===== config.mk =====
export PLATFORM = sky130hd
export DESIGN_NAME = optsel_window_top
export DESIGN_NICKNAME = d
export VERILOG_FILES = /design/src/rtl/optsel_pkg.sv /design/src/rtl/optsel_regs.sv /design/src/rtl/optsel_decode.sv /design/src/rtl/optsel_window_top.sv
export SDC_FILE = /design/constraint.sdc
export NUM_CORES = 1
export LEC_CHECK = 0
export BUFFER_PORTS_ARGS = -buffer_cell sky130_fd_sc_hd__clkbuf_2
export CORE_MARGIN = 2
export CORE_UTILIZATION = 48
export CTS_CLUSTER_DIAMETER = 120
export CTS_CLUSTER_SIZE = 10
export DETAILED_ROUTE_END_ITERATION = 16
export PLACE_DENSITY = 0.95
export SLEW_MARGIN = 0
export SYNTH_ARGS = -nofsm -noshare
export SYNTH_HDL_FRONTEND = slang
export SYNTH_HIERARCHICAL = 1
export SYNTH_SLANG_ARGS = --single-unit

===== constraint.sdc =====
create_clock -name clk_i -period 2.78 [get_ports clk_i]
set_input_delay 0.556 -clock clk_i [delete_from_list [all_inputs] [get_ports clk_i]]
set_output_delay 0.556 -clock clk_i [all_outputs]
set_load 0.02 [all_outputs]

===== src/rtl/optsel_pkg.sv =====
package optsel_pkg;
  localparam int WIN_W = 14;
  localparam logic [WIN_W-1:0] PROM_LO = 14'h3FC0;
  localparam logic [WIN_W-1:0] GAP_LO  = 14'h3FE0;
  localparam logic [WIN_W-1:0] CTL_LO  = 14'h3FF0;
  localparam int PROM_BLK_W = 5;  // 32-byte PROM block
  localparam int CTL_BLK_W  = 2;  // 4 controller bytes

  typedef enum logic [2:0] {
    OFF_ID_LO = 3'd0,
    OFF_ID_HI = 3'd1,
    OFF_CTRL  = 3'd2,
    OFF_BASE  = 3'd3,
    OFF_IRQ   = 3'd4
  } opt_off_e;

  typedef struct packed {
    logic ram;
    logic prom;
    logic ctl_data;
    logic ctl_stat;
    logic ctl_cmd;
  } win_sel_t;
endpackage


===== src/rtl/optsel_regs.sv =====
module optsel_regs
  import optsel_pkg::*;
#(
  parameter int          OFF_W  = 3,
  parameter int          BASE_W = 6,
  parameter logic [7:0]  ID_LO  = 8'hFD,
  parameter logic [7:0]  ID_HI  = 8'h6A
) (
  input  logic              clk_i,
  input  logic              rst_ni,
  input  logic              io_sel_i,
  input  logic              io_wr_i,
  input  logic [OFF_W-1:0]  io_off_i,
  input  logic [7:0]        io_wdata_i,
  output logic [7:0]        io_rdata_o,
  output logic              card_en_o,
  output logic              eprom_off_o,
  output logic [BASE_W-1:0] base_o
);
  logic              en_q, eoff_q;
  logic [BASE_W-1:0] base_q;
  logic [7:0]        irq_q;
  logic              wr;

  assign wr = io_sel_i & io_wr_i;

  always_ff @(posedge clk_i or negedge rst_ni) begin
    if (!rst_ni) begin
      en_q   <= 1'b0;
      eoff_q <= 1'b0;
      base_q <= '0;
      irq_q  <= '0;
    end else if (wr) begin
      case (io_off_i)
        OFF_CTRL: begin
          en_q   <= io_wdata_i[0];
          eoff_q <= io_wdata_i[1];
        end
        OFF_BASE: base_q <= io_wdata_i[BASE_W-1:0];
        OFF_IRQ:  irq_q  <= io_wdata_i;
        default: ;
      endcase
    end
  end

  always_comb begin
    case (io_off_i)
      OFF_ID_LO: io_rdata_o = ID_LO;
      OFF_ID_HI: io_rdata_o = ID_HI;
      OFF_CTRL:  io_rdata_o = {6'b0, eoff_q, en_q};
      OFF_BASE:  io_rdata_o = {{(8-BASE_W){1'b0}}, base_q};
      OFF_IRQ:   io_rdata_o = irq_q;
      default:   io_rdata_o = 8'hFF;
    endcase
  end

  assign card_en_o   = en_q;
  assign eprom_off_o = eoff_q;
  assign base_o      = base_q;


  en_follows_write_chk: assert property (@(posedge clk_i) disable iff (!rst_ni)
    (wr && io_off_i == OFF_CTRL) |=> (card_en_o == $past(io_wdata_i[0])));


  unused_write_chk: assert property (@(posedge clk_i) disable iff (!rst_ni)
    (wr && io_off_i > OFF_IRQ) |=> ($stable(base_o) && $stable(card_en_o) && $stable(eprom_off_o)));


  id_fixed_chk: assert property (@(posedge clk_i) disable iff (!rst_ni)
    (io_off_i == OFF_ID_LO) |-> (io_rdata_o == ID_LO));
endmodule


===== src/rtl/optsel_decode.sv =====
module optsel_decode
  import optsel_pkg::*;
#(
  parameter int ADDR_W = 20,
  parameter int BASE_W = ADDR_W - WIN_W,
  parameter logic [BASE_W-1:0] BASE_MIN = 6'h28
) (
  input  logic              clk_i,
  input  logic              rst_ni,
  input  logic              mem_valid_i,
  input  logic [ADDR_W-1:0] mem_addr_i,
  input  logic              card_en_i,
  input  logic [BASE_W-1:0] base_i,
  output win_sel_t          sel_o,
  output logic [3:0]        prom_idx_o,
  output logic              prom_odd_o,
  output logic              ctl_byte_hi_o
);
  logic [WIN_W-1:0] off;
  logic             hit, base_ok;

  assign off     = mem_addr_i[WIN_W-1:0];
  assign base_ok = base_i >= BASE_MIN;
  assign hit     = mem_valid_i & card_en_i & base_ok & (mem_addr_i[ADDR_W-1:WIN_W] == base_i);

  always_comb begin
    sel_o = '0;
    if (hit) begin
      if (off < PROM_LO)
        sel_o.ram = 1'b1;
      else if (off[WIN_W-1:PROM_BLK_W] == PROM_LO[WIN_W-1:PROM_BLK_W])
        sel_o.prom = 1'b1;
      else if (off[WIN_W-1:CTL_BLK_W] == CTL_LO[WIN_W-1:CTL_BLK_W]) begin
        case (off[CTL_BLK_W-1:0])
          2'd2:    sel_o.ctl_stat = 1'b1;
          2'd3:    sel_o.ctl_cmd  = 1'b1;
          default: sel_o.ctl_data = 1'b1;
        endcase
      end
    end
  end

  assign prom_idx_o    = sel_o.prom ? off[4:1] : 4'd0;
  assign prom_odd_o    = sel_o.prom & off[0];
  assign ctl_byte_hi_o = sel_o.ctl_data & off[0];


  sel_onehot_chk: assert property (@(posedge clk_i) disable iff (!rst_ni)
    $onehot0(sel_o));


  sel_needs_en_chk: assert property (@(posedge clk_i) disable iff (!rst_ni)
    (sel_o != '0) |-> card_en_i);


  sel_needs_base_chk: assert property (@(posedge clk_i) disable iff (!rst_ni)
    (sel_o != '0) |-> (base_i >= BASE_MIN));


  gap_quiet_chk: assert property (@(posedge clk_i) disable iff (!rst_ni)
    (off >= GAP_LO && off < CTL_LO) |-> (sel_o == '0));
endmodule


===== src/rtl/optsel_window_top.sv =====
module optsel_window_top
  import optsel_pkg::*;
#(
  parameter int         OFF_W    = 3,
  parameter int         ADDR_W   = 20,
  parameter logic [7:0] ID_LO    = 8'hFD,
  parameter logic [7:0] ID_HI    = 8'h6A,
  parameter int         MIN_BASE = 'hA0000
) (
  input  logic              clk_i,
  input  logic              rst_ni,
  input  logic              io_sel_i,
  input  logic              io_wr_i,
  input  logic [OFF_W-1:0]  io_off_i,
  input  logic [7:0]        io_wdata_i,
  output logic [7:0]        io_rdata_o,
  input  logic              mem_valid_i,
  input  logic [ADDR_W-1:0] mem_addr_i,
  output logic              card_en_o,
  output logic              eprom_en_o,
  output logic              ram_sel_o,
  output logic              prom_sel_o,
  output logic [3:0]        prom_idx_o,
  output logic              prom_odd_o,
  output logic              ctl_data_sel_o,
  output logic              ctl_byte_hi_o,
  output logic              ctl_stat_sel_o,
  output logic              ctl_cmd_sel_o
);
  localparam int BASE_W = ADDR_W - WIN_W;
  localparam logic [BASE_W-1:0] BASE_MIN = BASE_W'(MIN_BASE >> WIN_W);

  logic              eprom_off;
  logic [BASE_W-1:0] base;
  win_sel_t          sel;

  optsel_regs #(
    .OFF_W(OFF_W), .BASE_W(BASE_W), .ID_LO(ID_LO), .ID_HI(ID_HI)
  ) i_regs (
    .clk_i, .rst_ni, .io_sel_i, .io_wr_i, .io_off_i, .io_wdata_i, .io_rdata_o,
    .card_en_o, .eprom_off_o(eprom_off), .base_o(base)
  );

  optsel_decode #(
    .ADDR_W(ADDR_W), .BASE_W(BASE_W), .BASE_MIN(BASE_MIN)
  ) i_decode (
    .clk_i, .rst_ni, .mem_valid_i, .mem_addr_i,
    .card_en_i(card_en_o), .base_i(base),
    .sel_o(sel), .prom_idx_o, .prom_odd_o, .ctl_byte_hi_o
  );

  assign eprom_en_o     = ~eprom_off;
  assign ram_sel_o      = sel.ram;
  assign prom_sel_o     = sel.prom;
  assign ctl_data_sel_o = sel.ctl_data;
  assign ctl_stat_sel_o = sel.ctl_stat;
  assign ctl_cmd_sel_o  = sel.ctl_cmd;
endmodule


# [Yosys cells after proc, flatten, opt, wreduce, memory -nomap -nowiden]
# Cells that the tools add are included.
[totals] register_bits=16 in_bits=36 output_inout_bits=21 word_cells=38
[op_classes] magnitude_cmp=2 eq_ne=9 muxes=11 n_bitwise=7 n_reduce_logical=5
[op_table] cell="8-bit case mux with 5 select lines" count=1
[op_table] cell="14-bit < comparator (second input constant)" count=1
[op_table] cell="12-bit equality test (second input constant)" count=1
[op_table] cell="9-bit equality test (second input constant)" count=1
[op_table] cell="4-bit 2-to-1 mux" count=2
[op_table] cell="1-bit bitwise AND" count=6
[op_table] cell="3-bit by 2-bit equality test with 1-bit output (second input constant)" count=2
[op_table] cell="6-bit equality test" count=1
[op_table] cell="6-bit >= comparator (second input constant)" count=1
[op_table] cell="3-bit 2-to-1 mux" count=2
[op_table] cell="2-bit AND reduction" count=3
[op_table] cell="1-bit 2-to-1 mux" count=5
[op_table] cell="5-bit 2-to-1 mux" count=1
[op_table] cell="2-bit equality test (second input constant)" count=2
[op_table] cell="3-bit by 1-bit equality test with 1-bit output (second input constant)" count=1
[op_table] cell="3-bit equality test (second input constant)" count=1
[op_table] cell="3-bit logical NOT" count=1
[op_table] cell="2-bit OR reduction" count=1
[op_table] cell="1-bit NOT" count=1

# [Logic depth before layout (Yosys ltp)]
# Gate-level depths: netlist of run 1.
[logic_depth] word_depth=8 ltp_mapped=5 ltp_nobuf=4

# [Modules after synthesis]
# Netlist of run 1, hierarchy kept.
[by_module_without_submodules] module="optsel_regs" n_inst=1 cells_per_inst=72 area_per_inst_um2=817.0 seq_area_each_um2=400.4
[by_module_without_submodules] module="optsel_decode" n_inst=1 cells_per_inst=28 area_per_inst_um2=255.2 seq_area_each_um2=0.0
[by_module_without_submodules] module="optsel_window_top" n_inst=1 cells_per_inst=1 area_per_inst_um2=3.8 seq_area_each_um2=0.0

# [Worst setup path after synthesis of run 1]
# Ideal clock, no wire load.
[synth_timing] kind="input -> output" from="input port mem_addr_i[18]" to="output port prom_sel_o" arrival_ns=1.533 slack_ns=0.691 stages=4 path_buffers=0 path_cell_list="and4bb_1 a31o_2 nand3_4 nor4_2"
[synth_between] elab_chain_len=3
[synth_rtl] element="start: declaration" line="optsel_window_top.sv:18" source="input logic [ADDR_W-1:0] mem_addr_i,"
[synth_rtl] element="6-bit equality test" line="optsel_decode.sv:24" source="assign hit = mem_valid_i & card_en_i & base_ok & (mem_addr_i[ADDR_W-1:WIN_W] == base_i);"
[synth_rtl] element="1-bit bitwise AND" line="optsel_decode.sv:24"
[synth_rtl] element="5-bit 2-to-1 mux" line="optsel_decode.sv:28" source="if (hit) begin"
[synth_rtl] element="end: declaration" line="optsel_window_top.sv:22" source="output logic prom_sel_o,"
# Every way passes these cells.

# [Final worst setup path of run 1]
[layout_timing] from="register i_regs.base_q[1] (netlist: i_regs/base_o[1])" to="output port ctl_stat_sel_o"
[layout_between] elab_chain_len=4 word_cells_on_any_way=5 classes_between="1 x order compare; 1 x eq/ne; 1 x mux; 2 x bitwise"
[layout_rtl] element="start: declaration" line="optsel_regs.sv:21" source="logic [BASE_W-1:0] base_q;"
[layout_rtl] element="start signal: assignment" line="optsel_regs.sv:39" source="OFF_BASE: base_q <= io_wdata_i[BASE_W-1:0];"
[layout_rtl] element="6-bit >= comparator" line="optsel_decode.sv:23" source="assign base_ok = base_i >= BASE_MIN;"
[layout_rtl] element="1-bit bitwise AND" line="optsel_decode.sv:24"
[layout_rtl] element="1-bit bitwise AND (*)" line="optsel_decode.sv:24"
[layout_rtl] element="5-bit 2-to-1 mux (*)" line="optsel_decode.sv:28"
[layout_rtl] element="end: declaration" line="optsel_window_top.sv:27" source="output logic ctl_stat_sel_o,"
# Every way passes the cells marked *; elsewhere a longest branch is shown, timed or not.

==> results of run 1 <==
## placed cells by master (no fill, tap or decap), types with 2 or more instances in the layout
cell type                   n
sky130_fd_sc_hd__dfrtp_1   16
sky130_fd_sc_hd__inv_1      2
sky130_fd_sc_hd__o22a_1     4
sky130_fd_sc_hd__clkbuf_2  56
sky130_fd_sc_hd__mux2_2    16
sky130_fd_sc_hd__nor2_1    13
sky130_fd_sc_hd__nor2_2     2
sky130_fd_sc_hd__clkbuf_4   3
sky130_fd_sc_hd__nand2_1    6
sky130_fd_sc_hd__a21oi_1    7
sky130_fd_sc_hd__nor3b_2    2
sky130_fd_sc_hd__and4bb_2   5
sky130_fd_sc_hd__nor2b_1    2
sky130_fd_sc_hd__xor2_1     3
sky130_fd_sc_hd__nand4_1    3
## registers in the layout, indices dropped and copies added, names as in the netlist
name,count
i_regs/irq_q,8
i_regs/card_en_o,1
i_regs/base_o,6
i_regs/eprom_off_o,1
## metal layers
layer / share of wire [%] / wire, µm / vias to the layer above
met2: 48 / 1260 / 52
met4: 1.3 / 34 / 0
met3: 8.5 / 222 / 5
met5: 0 / 0 / -
met1: 42 / 1100 / 472
li1: - / - / 485
## power by group through the flow
stage          registers, mW  clock network (mW)  logic, mW
2_1_floorplan          0.324                   0      0.141
3_3_place_gp           0.328                   0      0.200
3_5_place_dp           0.333                   0      0.209
4_1_cts                0.329               0.165      0.210
5_1_grt                0.334               0.172      0.229
6_report               0.328               0.161      0.209
## path summary, 6_finish.rpt
kind	cells after the start	slack, ns	start	to
setup / recovery	5	0.40	i_regs/base_o[1]	ctl_stat_sel_o
hold / removal	1	0.16	rst_ni	i_regs/irq_q[7]
setup reg to reg	1	1.97	i_regs/base_o[4]	i_regs/base_o[4]
hold reg to reg	1	0.52	i_regs/irq_q[6]	i_regs/irq_q[6]
max in group asynchronous	1	2.32	rst_ni	i_regs/eprom_off_o
min in group clk_i	2	0.48	io_wdata_i[7]	i_regs/irq_q[7]
## final cells by class
cell class,instances,area (µm²),area share (%)
multi-input combinational,79,649,46.1
timing repair buffer,56,280,19.9
clock buffer,4,36.3,2.58
tap,28,35.0,2.49
sequential,16,400,28.4
inverter,2,7.51,0.533
## cell families after synthesis
| family | after synthesis |
|---|---|
| mux | 17 |
| compound gates | 13 |
| flops | 16 |
| xor+xnor | 4 |
| simple gates | 45 |
| buf+inv | 6 |
==> flow_summary_export.csv, run 1 <==
group,metric,value,unit
power,net-switching-power,0.227,mW
cells_and_area,final-instance-count-excl-fill,185,
synthesis,most_common_library_cells_after_synthesis,"sky130_fd_sc_hd__dfrtp_1 (16), sky130_fd_sc_hd__mux2_2 (16), sky130_fd_sc_hd__nor2_1 (13), sky130_fd_sc_hd__a21oi_1 (7), sky130_fd_sc_hd__nand2_1 (6)",
clock_tree,cts_hold_repair.buffers,0,
timing,post-route-period-util,85.6,%
synthesis,syn-instance-count,101,
setup_path,setup.worst_path.start_class,"flop",
synthesis,largest_family_of_logic_cells_by_synthesized_area,"simple AND/OR/NAND/NOR gates",
timing,max_slew_margin,59.7,%
clock_tree,htree_levels,1,
placed_design,dp_hpwl,2080,µm
synthesis,synth-simple-area-share,31.5,%
floorplanning,die_footprint,2640,µm²
run_status,run_status,"completed",
route,wl_per_cell,14.2,µm
cells_and_area,nNetsFinal,194,
clock_tree,clk_pin_slew,0.10,ns
cells_and_area,n_fill_cell,185,
setup_path,timing.critical_path.max_delay_family,"simple AND/OR/NAND/NOR gates",
clock_tree,post_cts_buffers,0,
clock_tree,cts_made_buffers,3,
setup_path,critical_path.endpoint_type,"primary output",
timing,tightest_slew,0.603,ns
synthesis,yosysWarnings,6,
synthesis,synthesis.area,1080,µm²
placed_design,port-buffer-count,56,
floorplanning,die_width,51.3,µm
placed_design,gp_routability_congestion,0.754,
synthesis,synth.ff_latch_count,16,
timing,slew_viol_final,0,
synthesis,synth.top_cell.area_share,37.2,%
clock_tree,cts.sinks,16,
grt,first_pass_grt_wire_length,4150,µm
synthesis,synthDistinctLibCells,32,
synthesis,postSynthNetCount,137,
route,routed_via_density,5.48,
timing,finalClockSkew,0,ns
placed_design,place.detailed.instances,181,
timing,setup_total_negative_slack,0,ns
power,switching_share,32.5,%
synthesis,muxShareOfSynthArea,17.7,%
route,drc,0,
setup_path,worst_path_max_delay_cell,"sky130_fd_sc_hd__dfrtp_1",
grt,gr-usage-met2,37.4,%
placed_design,dp_worst_setup_slack,0.522,ns
placed_design,place_area,1370,µm²
synthesis,ys.flop_type,"sky130_fd_sc_hd__dfrtp_1",
setup_path,timing.critical_path.arrival,1.82,ns
synthesis,synth_compound_area_share,7.91,%
setup_path,crit_required,2.22,ns
route,antenna_left,0,
synthesis,asyncSetResetFlopFracSynth,100,%
cells_and_area,final_design_area_no_fill,1410,µm²
timing,number_of_endpoints_failing_setup_at_the_final_stage,0,
min_path,hold_path_class,"input pin to asynchronous set/reset pin",
power,leakagePower,0.681,nW
grt,gr-usage-all-layers,21.1,%
run,drv_cap,0,
floorplanning,height_of_the_die,51.3,µm
timing,finalCriticalPeriod,2.38,ns
power,p_int,0.471,mW
setup_path,crit_path_max_fanout,4,
grt,grt_overflow,0,
timing,hold_violations,0,
power,power_frac_clock,23.1,%
grt,grt_antenna_before_repair,0,
timing,max_freq,420,MHz
cells_and_area,antenna_cells,0,
power,powerDensity,495,nW/µm²
grt,grt_max_degree,17,
route,via_count,1014,
power,ir_drop,0.377,mV
synthesis,ys_top_cells_by_area,"sky130_fd_sc_hd__dfrtp_1 (37%), sky130_fd_sc_hd__mux2_2 (17%), sky130_fd_sc_hd__and4bb_2 (5.8%), sky130_fd_sc_hd__nor2_1 (4.5%), sky130_fd_sc_hd__a21oi_1 (3.3%)",
clock_tree,cts_buffer_depth,2,
grt,global_route.usage.met3,4.09,%
timing,final.setup.worst_slack,0.399,ns
clock_tree,cts_root_buf,"sky130_fd_sc_hd__clkbuf_4",
setup_path,criticalPathCategory,"flop to primary output",
grt,grt_pass1_vias,947,
synthesis,share_of_the_synthesized_netlist_area_taken_by_xor_and_xnor_gates,3.26,%
cells_and_area,final_core_utilization,64.9,%
setup_path,critical_path_buf_inv_count,1,
route,drt-total-wl,2620,µm
synthesis,synth-edff-count,0,
route,drt-pass1-iter-count,4,
cells_and_area,areaGrowthSynthToFinish,30.9,%
synthesis,synth.avg_cell_area,10.7,µm²
synthesis,synthDominantAreaCellType,"sky130_fd_sc_hd__dfrtp_1",
grt,global_routing_usage_on_met1,24.6,%
clock_tree,clock_latency_on_the_worst_skew_pair,0.30,ns
synthesis,post_synth_fa_ha_maj_area_fraction,0,%
clock_tree,cts-resized-gates,0,
grt,busiest_layer,"met2",
setup_path,slowest_delay,0.42,ns
floorplanning,io_pins,57,
floorplanning,core.rowCount,17,
cells_and_area,share_of_post_route_cells_with_drive_strength_above_1,58.6,%
timing,rsz_0062_raised_after_global_routing,"no",
power,totalPowerFinal,0.698,mW
setup_path,timing.critical_path.cells,"xor2_1 > nor2_1 > nand4_2 > nor3b_2 > clkbuf_2",
power,seqPwrFrac,47.0,%
timing,whs,0.161,ns
clock_tree,tritoncts,"done",
route,detail_route.iter0.violations,2,
floorplanning,design.core.area,2170,µm²
synthesis,synth-seq-area-share,37.2,%
power,p_comb_share,29.9,%
floorplanning,start_util,49.6,%
Power figures use the tool's default switching activity.
==> inputs of run 2 (changes only) <==
Settings changed: CORE_UTILIZATION 48 to 44, PLACE_DENSITY 0.95 to 0.89, RECOVER_POWER set to 50.
Clock period 2.78 ns to 2.23 ns, I/O delays scaled along.
==> run 2 against run 1 <==
Compared with the run above: clock power is 20% higher; power is 25% higher; critical path depth did not move; flip-flop and latch count did not move; core utilization fell by 0.67 points; die area up 8.4%.
==> flow_summary_export.csv, run 2 (synthesis gave the netlist of run 1 again) <==
group,metric,value,unit
grt,grt_antenna_before_repair,0,
setup_path,crit_path_max_fanout,7,
route,drt-pass1-iter-count,4,
timing,post-route-period-util,96.1,%
power,totalPowerFinal,0.870,mW
cells_and_area,mostFrequentLayoutCell,"sky130_fd_sc_hd__clkbuf_2",
setup_path,worst_path_max_delay_cell,"sky130_fd_sc_hd__dfrtp_1",
floorplanning,io_pins,57,
cells_and_area,areaGrowthSynthToFinish,34.7,%
route,via_count,1016,
route,routed_via_density,5.38,
timing,number_of_endpoints_failing_setup_at_the_final_stage,0,
setup_path,register_to_register_setup_slack,1.43,ns
timing,rsz_0062_raised_after_global_routing,"yes",
power,powerDensity,600,nW/µm²
clock_tree,htree_levels,1,
cells_and_area,most_flop_heavy_register,"i_regs/irq_q",
setup_path,critical_path.endpoint_type,"primary output",
placed_design,place_area,1400,µm²
floorplanning,height_of_the_die,53.5,µm
cells_and_area,layout.cells.most_common_list,"sky130_fd_sc_hd__clkbuf_2 (45), sky130_fd_sc_hd__mux2_2 (16), sky130_fd_sc_hd__dfrtp_1 (16), sky130_fd_sc_hd__nor2_1 (12), sky130_fd_sc_hd__a21oi_1 (7)",
clock_tree,clock_latency_on_the_worst_skew_pair,0.29,ns
cells_and_area,antenna_cells,0,
floorplanning,die_width,53.5,µm
grt,first_pass_grt_wire_length,3880,µm
min_path,hold_path_class,"input pin to asynchronous set/reset pin",
floorplanning,design.core.area,2250,µm²
route,drt-total-wl,2590,µm
cells_and_area,nNetsFinal,198,
setup_path,critical_path_buf_inv_count,1,
setup_path,setup.worst_path.start_class,"flop",
run,drv_cap,0,
route,antenna_left,0,
setup_path,timing.critical_path.arrival,1.70,ns
placed_design,port-buffer-count,56,
cells_and_area,flip_flop_count_of_the_largest_register_all_copies_and_words_added,8,
grt,gr-usage-all-layers,19.1,%
timing,slew_viol_final,0,
placed_design,dp_hpwl,2070,µm
clock_tree,cts_made_buffers,3,
timing,finalCriticalPeriod,2.14,ns
setup_path,timing.critical_path.max_delay_family,"simple AND/OR/NAND/NOR gates",
clock_tree,cts_root_buf,"sky130_fd_sc_hd__clkbuf_4",
setup_path,wp_depth,5,
timing,finalClockSkew,0,ns
setup_path,slowest_delay,0.41,ns
cells_and_area,share_of_post_route_cells_with_drive_strength_above_1,57.1,%
grt,grt_pass1_vias,916,
clock_tree,cts.sinks,16,
timing,max_slew_margin,43.1,%
placed_design,dp_worst_setup_slack,0.204,ns
power,ir_drop,0.582,mV
cells_and_area,final_design_area_no_fill,1450,µm²
floorplanning,core.rowCount,17,
run_status,run_status,"completed",
timing,hold_violations,0,
setup_path,timing.critical_path.cells,"xor2_1 > nor2_2 > nand3_4 > and4bb_2 > buf_2",
route,drc,0,
cells_and_area,n_fill_cell,194,
grt,grt_max_degree,17,
setup_path,worst_r2r_endpoint,"i_regs/base_o[0]",
setup_path,timing.reg2reg.worst_path_depth,1,
route,wl_per_cell,13.7,µm
clock_tree,cts_buffer_depth,2,
clock_tree,cts_hold_repair.buffers,0,
clock_tree,clk_pin_slew,0.09,ns
setup_path,worst_r2r_startpoint,"i_regs/base_o[0]",
timing,setup_total_negative_slack,0,ns
setup_path,criticalPathCategory,"flop to primary output",
cells_and_area,final_core_utilization,64.3,%
placed_design,gp_routability_congestion,0.809,
setup_path,crit_path_start,"i_regs/base_o[1]",
timing,max_freq,467,MHz
setup_path,crit_required,1.78,ns
timing,tightest_slew,0.853,ns
timing,final.setup.worst_slack,0.0880,ns
power,leakagePower,0.696,nW
grt,grt_overflow,0,
clock_tree,tritoncts,"done",
floorplanning,die_footprint,2860,µm²
setup_path,critical_path.endpoint,"prom_idx_o[3]",
route,detail_route.iter0.violations,19,
floorplanning,start_util,47.7,%
-- run 2: worst min path at each step --
stage          slack (ns)                to   start
3_3_place_gp         0.38   i_regs/irq_q[7]  rst_ni
6_report             0.23  i_regs/base_o[5]  rst_ni
5_1_grt              0.30   i_regs/irq_q[5]  rst_ni
3_5_place_dp         0.39   i_regs/irq_q[6]  rst_ni
4_1_cts              0.06   i_regs/irq_q[6]  rst_ni
2_1_floorplan        0.15  i_regs/base_o[0]  rst_ni
-- run 2: final cells by class --
cell class	instances	area (µm²)	share of cell area, %
multi-input combinational	79	661	45.6
timing repair buffer	60	309	21.3
sequential	16	400	27.6
tap	28	35.0	2.42
clock buffer	4	36.3	2.50
inverter	2	7.51	0.518
-- run 2: timing repair --
action,CTS,global route
setup endpoints to repair,4,8
pin swaps,0,3
hold endpoints to repair,0,0
gates resized for setup,1,12
buffers inserted,0,1
-- run 2: report_power, final --
group	total [mW]	switching (mW)	internal, mW
Clock	0.193	0.0935	0.0997
Combinational	0.268	0.132	0.136
Sequential	0.408	0.0509	0.357
-- run 2: stage by stage --
step	hold WS [ns]	cells
after floorplan	0.150	101
after global placement	0.385	184
after detailed placement	0.391	184
after CTS	0.0638	188
after global routing	0.296	189
final	0.226	189
-- run 2: routing by layer --
layer	GRT usage (%)	part of all wire [%]
met4	7.69	1.5
met1	21.7	41
met3	3.67	10
met2	34.4	47
met5	0	0
==> inputs of run 3 (changes only) <==
==> constraint.sdc (replaced) <==
create_clock -name clk_i -period 2.23 [get_ports clk_i]
set_input_delay 0 -clock clk_i [delete_from_list [all_inputs] [get_ports clk_i]]
set_output_delay 0 -clock clk_i [all_outputs]
set_load 0.02 [all_outputs]
==> run 3 against run 2 <==
Compared with the run above: clock power about the same; non-clock buffer count rose by 5; design area increased by 2.8%; clock skew did not move; cell count increased by 2.6%; hold slack better by 0.068 ns; first-iteration DRC count decreased by 63%; global-route usage increased by 0.85 points; critical path depth unchanged; worst setup slack better by 0.39 ns; flip-flop and latch count unchanged; sequential power decreased by 1%.
==> flow_summary_export.csv, run 3 (synthesis gave the netlist of run 1 again) <==
group,metric,value,unit
run_status,run_status,"completed",
grt,first_pass_grt_wire_length,4110,µm
cells_and_area,final_design_area_no_fill,1490,µm²
timing,rsz_0062_raised_after_global_routing,"no",
route,routed_via_density,5.34,
floorplanning,design.core.area,2250,µm²
cells_and_area,antenna_cells,0,
grt,grt_overflow,0,
min_path,min_path_cells,4,
placed_design,port-buffer-count,56,
cells_and_area,n_fill_cell,200,
cells_and_area,seqCellArea,400,µm²
grt,grt_max_degree,17,
clock_tree,cts_made_buffers,3,
cells_and_area,multiInputGateArea,647,µm²
power,powerDensity,580,nW/µm²
timing,hold_violations,0,
setup_path,crit_path_max_fanout,7,
setup_path,setup.worst_path.start_class,"flop",
grt,gr-usage-all-layers,19.9,%
power,leakagePower,0.704,nW
cells_and_area,final-instance-count-excl-fill,194,
setup_path,criticalPathCategory,"flop to primary output",
route,wl_per_cell,13.3,µm
timing,setup_total_negative_slack,0,ns
clock_tree,clk_pin_slew,0.10,ns
power,ir_drop,0.462,mV
clock_tree,clock_latency_on_the_worst_skew_pair,0.29,ns
floorplanning,core.rowCount,17,
timing,final.setup.worst_slack,0.480,ns
placed_design,dp_hpwl,2030,µm
cells_and_area,final_core_utilization,66.1,%
setup_path,slowest_delay,0.41,ns
placed_design,dp_worst_setup_slack,0.782,ns
setup_path,worst_path_max_delay_cell,"sky130_fd_sc_hd__dfrtp_1",
cells_and_area,flip_flop_count_of_the_largest_register_all_copies_and_words_added,8,
clock_tree,cts_buffer_depth,2,
route,drt-pass1-iter-count,4,
clock_tree,tritoncts,"done",
timing,max_slew_margin,40.5,%
cells_and_area,layout.cells.most_common_list,"sky130_fd_sc_hd__clkbuf_2 (51), sky130_fd_sc_hd__mux2_2 (16), sky130_fd_sc_hd__dfrtp_1 (16), sky130_fd_sc_hd__nor2_1 (14), sky130_fd_sc_hd__dlygate4sd3_1 (9)",
setup_path,timing.critical_path.arrival,1.75,ns
timing,max_freq,571,MHz
floorplanning,height_of_the_die,53.5,µm
timing,number_of_endpoints_failing_setup_at_the_final_stage,0,
setup_path,timing.reg2reg.worst_path_depth,1,
route,detail_route.iter0.violations,7,
clock_tree,post_cts_buffers,0,
cells_and_area,areaGrowthSynthToFinish,38.5,%
cells_and_area,most_flop_heavy_register,"i_regs/irq_q",
cells_and_area,nNetsFinal,203,
floorplanning,io_pins,57,
cells_and_area,mostFrequentLayoutCell,"sky130_fd_sc_hd__clkbuf_2",
timing,slew_viol_final,0,
setup_path,timing.critical_path.cells,"xor2_1 > nor2_1 > nand3_4 > and4bb_2 > clkbuf_2",
floorplanning,die_width,53.5,µm
timing,tightest_slew,0.893,ns
timing,whs,0.294,ns
grt,grt_antenna_before_repair,0,
placed_design,gp_routability_congestion,0.815,
run,drv_cap,0,
cells_and_area,share_of_post_route_cells_with_drive_strength_above_1,51.8,%
route,drc,0,
timing,post-route-period-util,78.5,%
placed_design,place.detailed.instances,181,
route,drt-total-wl,2580,µm
route,via_count,1035,
clock_tree,cts.sinks,16,
placed_design,place_area,1370,µm²
clock_tree,htree_levels,1,
timing,finalCriticalPeriod,1.75,ns
min_path,hold_path_class,"input pin to flop",
clock_tree,cts_root_buf,"sky130_fd_sc_hd__clkbuf_4",
route,antenna_left,0,
setup_path,crit_required,2.23,ns
floorplanning,start_util,47.7,%
timing,finalClockSkew,0,ns
power,totalPowerFinal,0.864,mW
grt,grt_pass1_vias,972,
floorplanning,die_footprint,2860,µm²
setup_path,critical_path.endpoint_type,"primary output",
-- run 3: cell count changes in the layout (fill, tap and decap cells not counted) --
cell	change
sky130_fd_sc_hd__dlygate4sd3_1	+9
sky130_fd_sc_hd__buf_4	-6
sky130_fd_sc_hd__clkbuf_2	+6
sky130_fd_sc_hd__buf_2	-4
sky130_fd_sc_hd__nor2_1	+2
sky130_fd_sc_hd__nor2_2	-2
sky130_fd_sc_hd__nor4_2	+1
sky130_fd_sc_hd__nor4_4	-1
-- run 3: where the power goes --
| part | internal (mW) | switching [mW] | total [mW] |
|---|---|---|---|
| clock network | 0.0994 | 0.0940 | 0.193 |
| registers | 0.357 | 0.0470 | 0.404 |
| logic | 0.137 | 0.129 | 0.267 |
-- run 3: layout make-up --
| class | count | area share (%) |
|---|---|---|
| Clock buffer | 4 | 2.43 |
| Inverter | 2 | 0.504 |
| Multi-Input combinational cell | 79 | 43.4 |
| Sequential cell | 16 | 26.9 |
| Tap cell | 28 | 2.35 |
| Timing Repair Buffer | 65 | 24.4 |
-- run 3: per-layer routing --
metal / vias up / wire, µm / part of all wire [%] / GRT usage (%)
met4: 0 / 8 / 0.31 / 7.69
met2: 56 / 1250 / 48 / 37.2
li1: 506 / - / - / -
met3: 2 / 224 / 8.7 / 2.26
met1: 471 / 1100 / 43 / 22.6
met5: - / 0 / 0 / 0
-- run 3: worst max-delay path: cells and delay by family, from the launching register on --
family	cells	cell delay (ns)
buffers and inverters	1	0.16
XOR/XNOR	1	0.16
AND/OR/NAND/NOR	3	0.72
flip-flops	1	0.41
-- run 3: timing repair --
action	4_1_cts	5_1_grt
gates resized for setup	0	0
hold buffers	9	0
hold endpoints to repair	32	0
-- run 3: final timing paths --
kind                             startpoint                  to  slack [ns]
setup / recovery           i_regs/base_o[1]       prom_idx_o[2]        0.48
setup reg to reg           i_regs/base_o[0]    i_regs/base_o[0]        1.44
hold reg to reg             i_regs/irq_q[2]     i_regs/irq_q[2]        0.52
max in group asynchronous            rst_ni    i_regs/base_o[3]        1.32
min in group asynchronous            rst_ni    i_regs/base_o[1]        0.36
hold / removal                      io_wr_i  i_regs/eprom_off_o        0.29
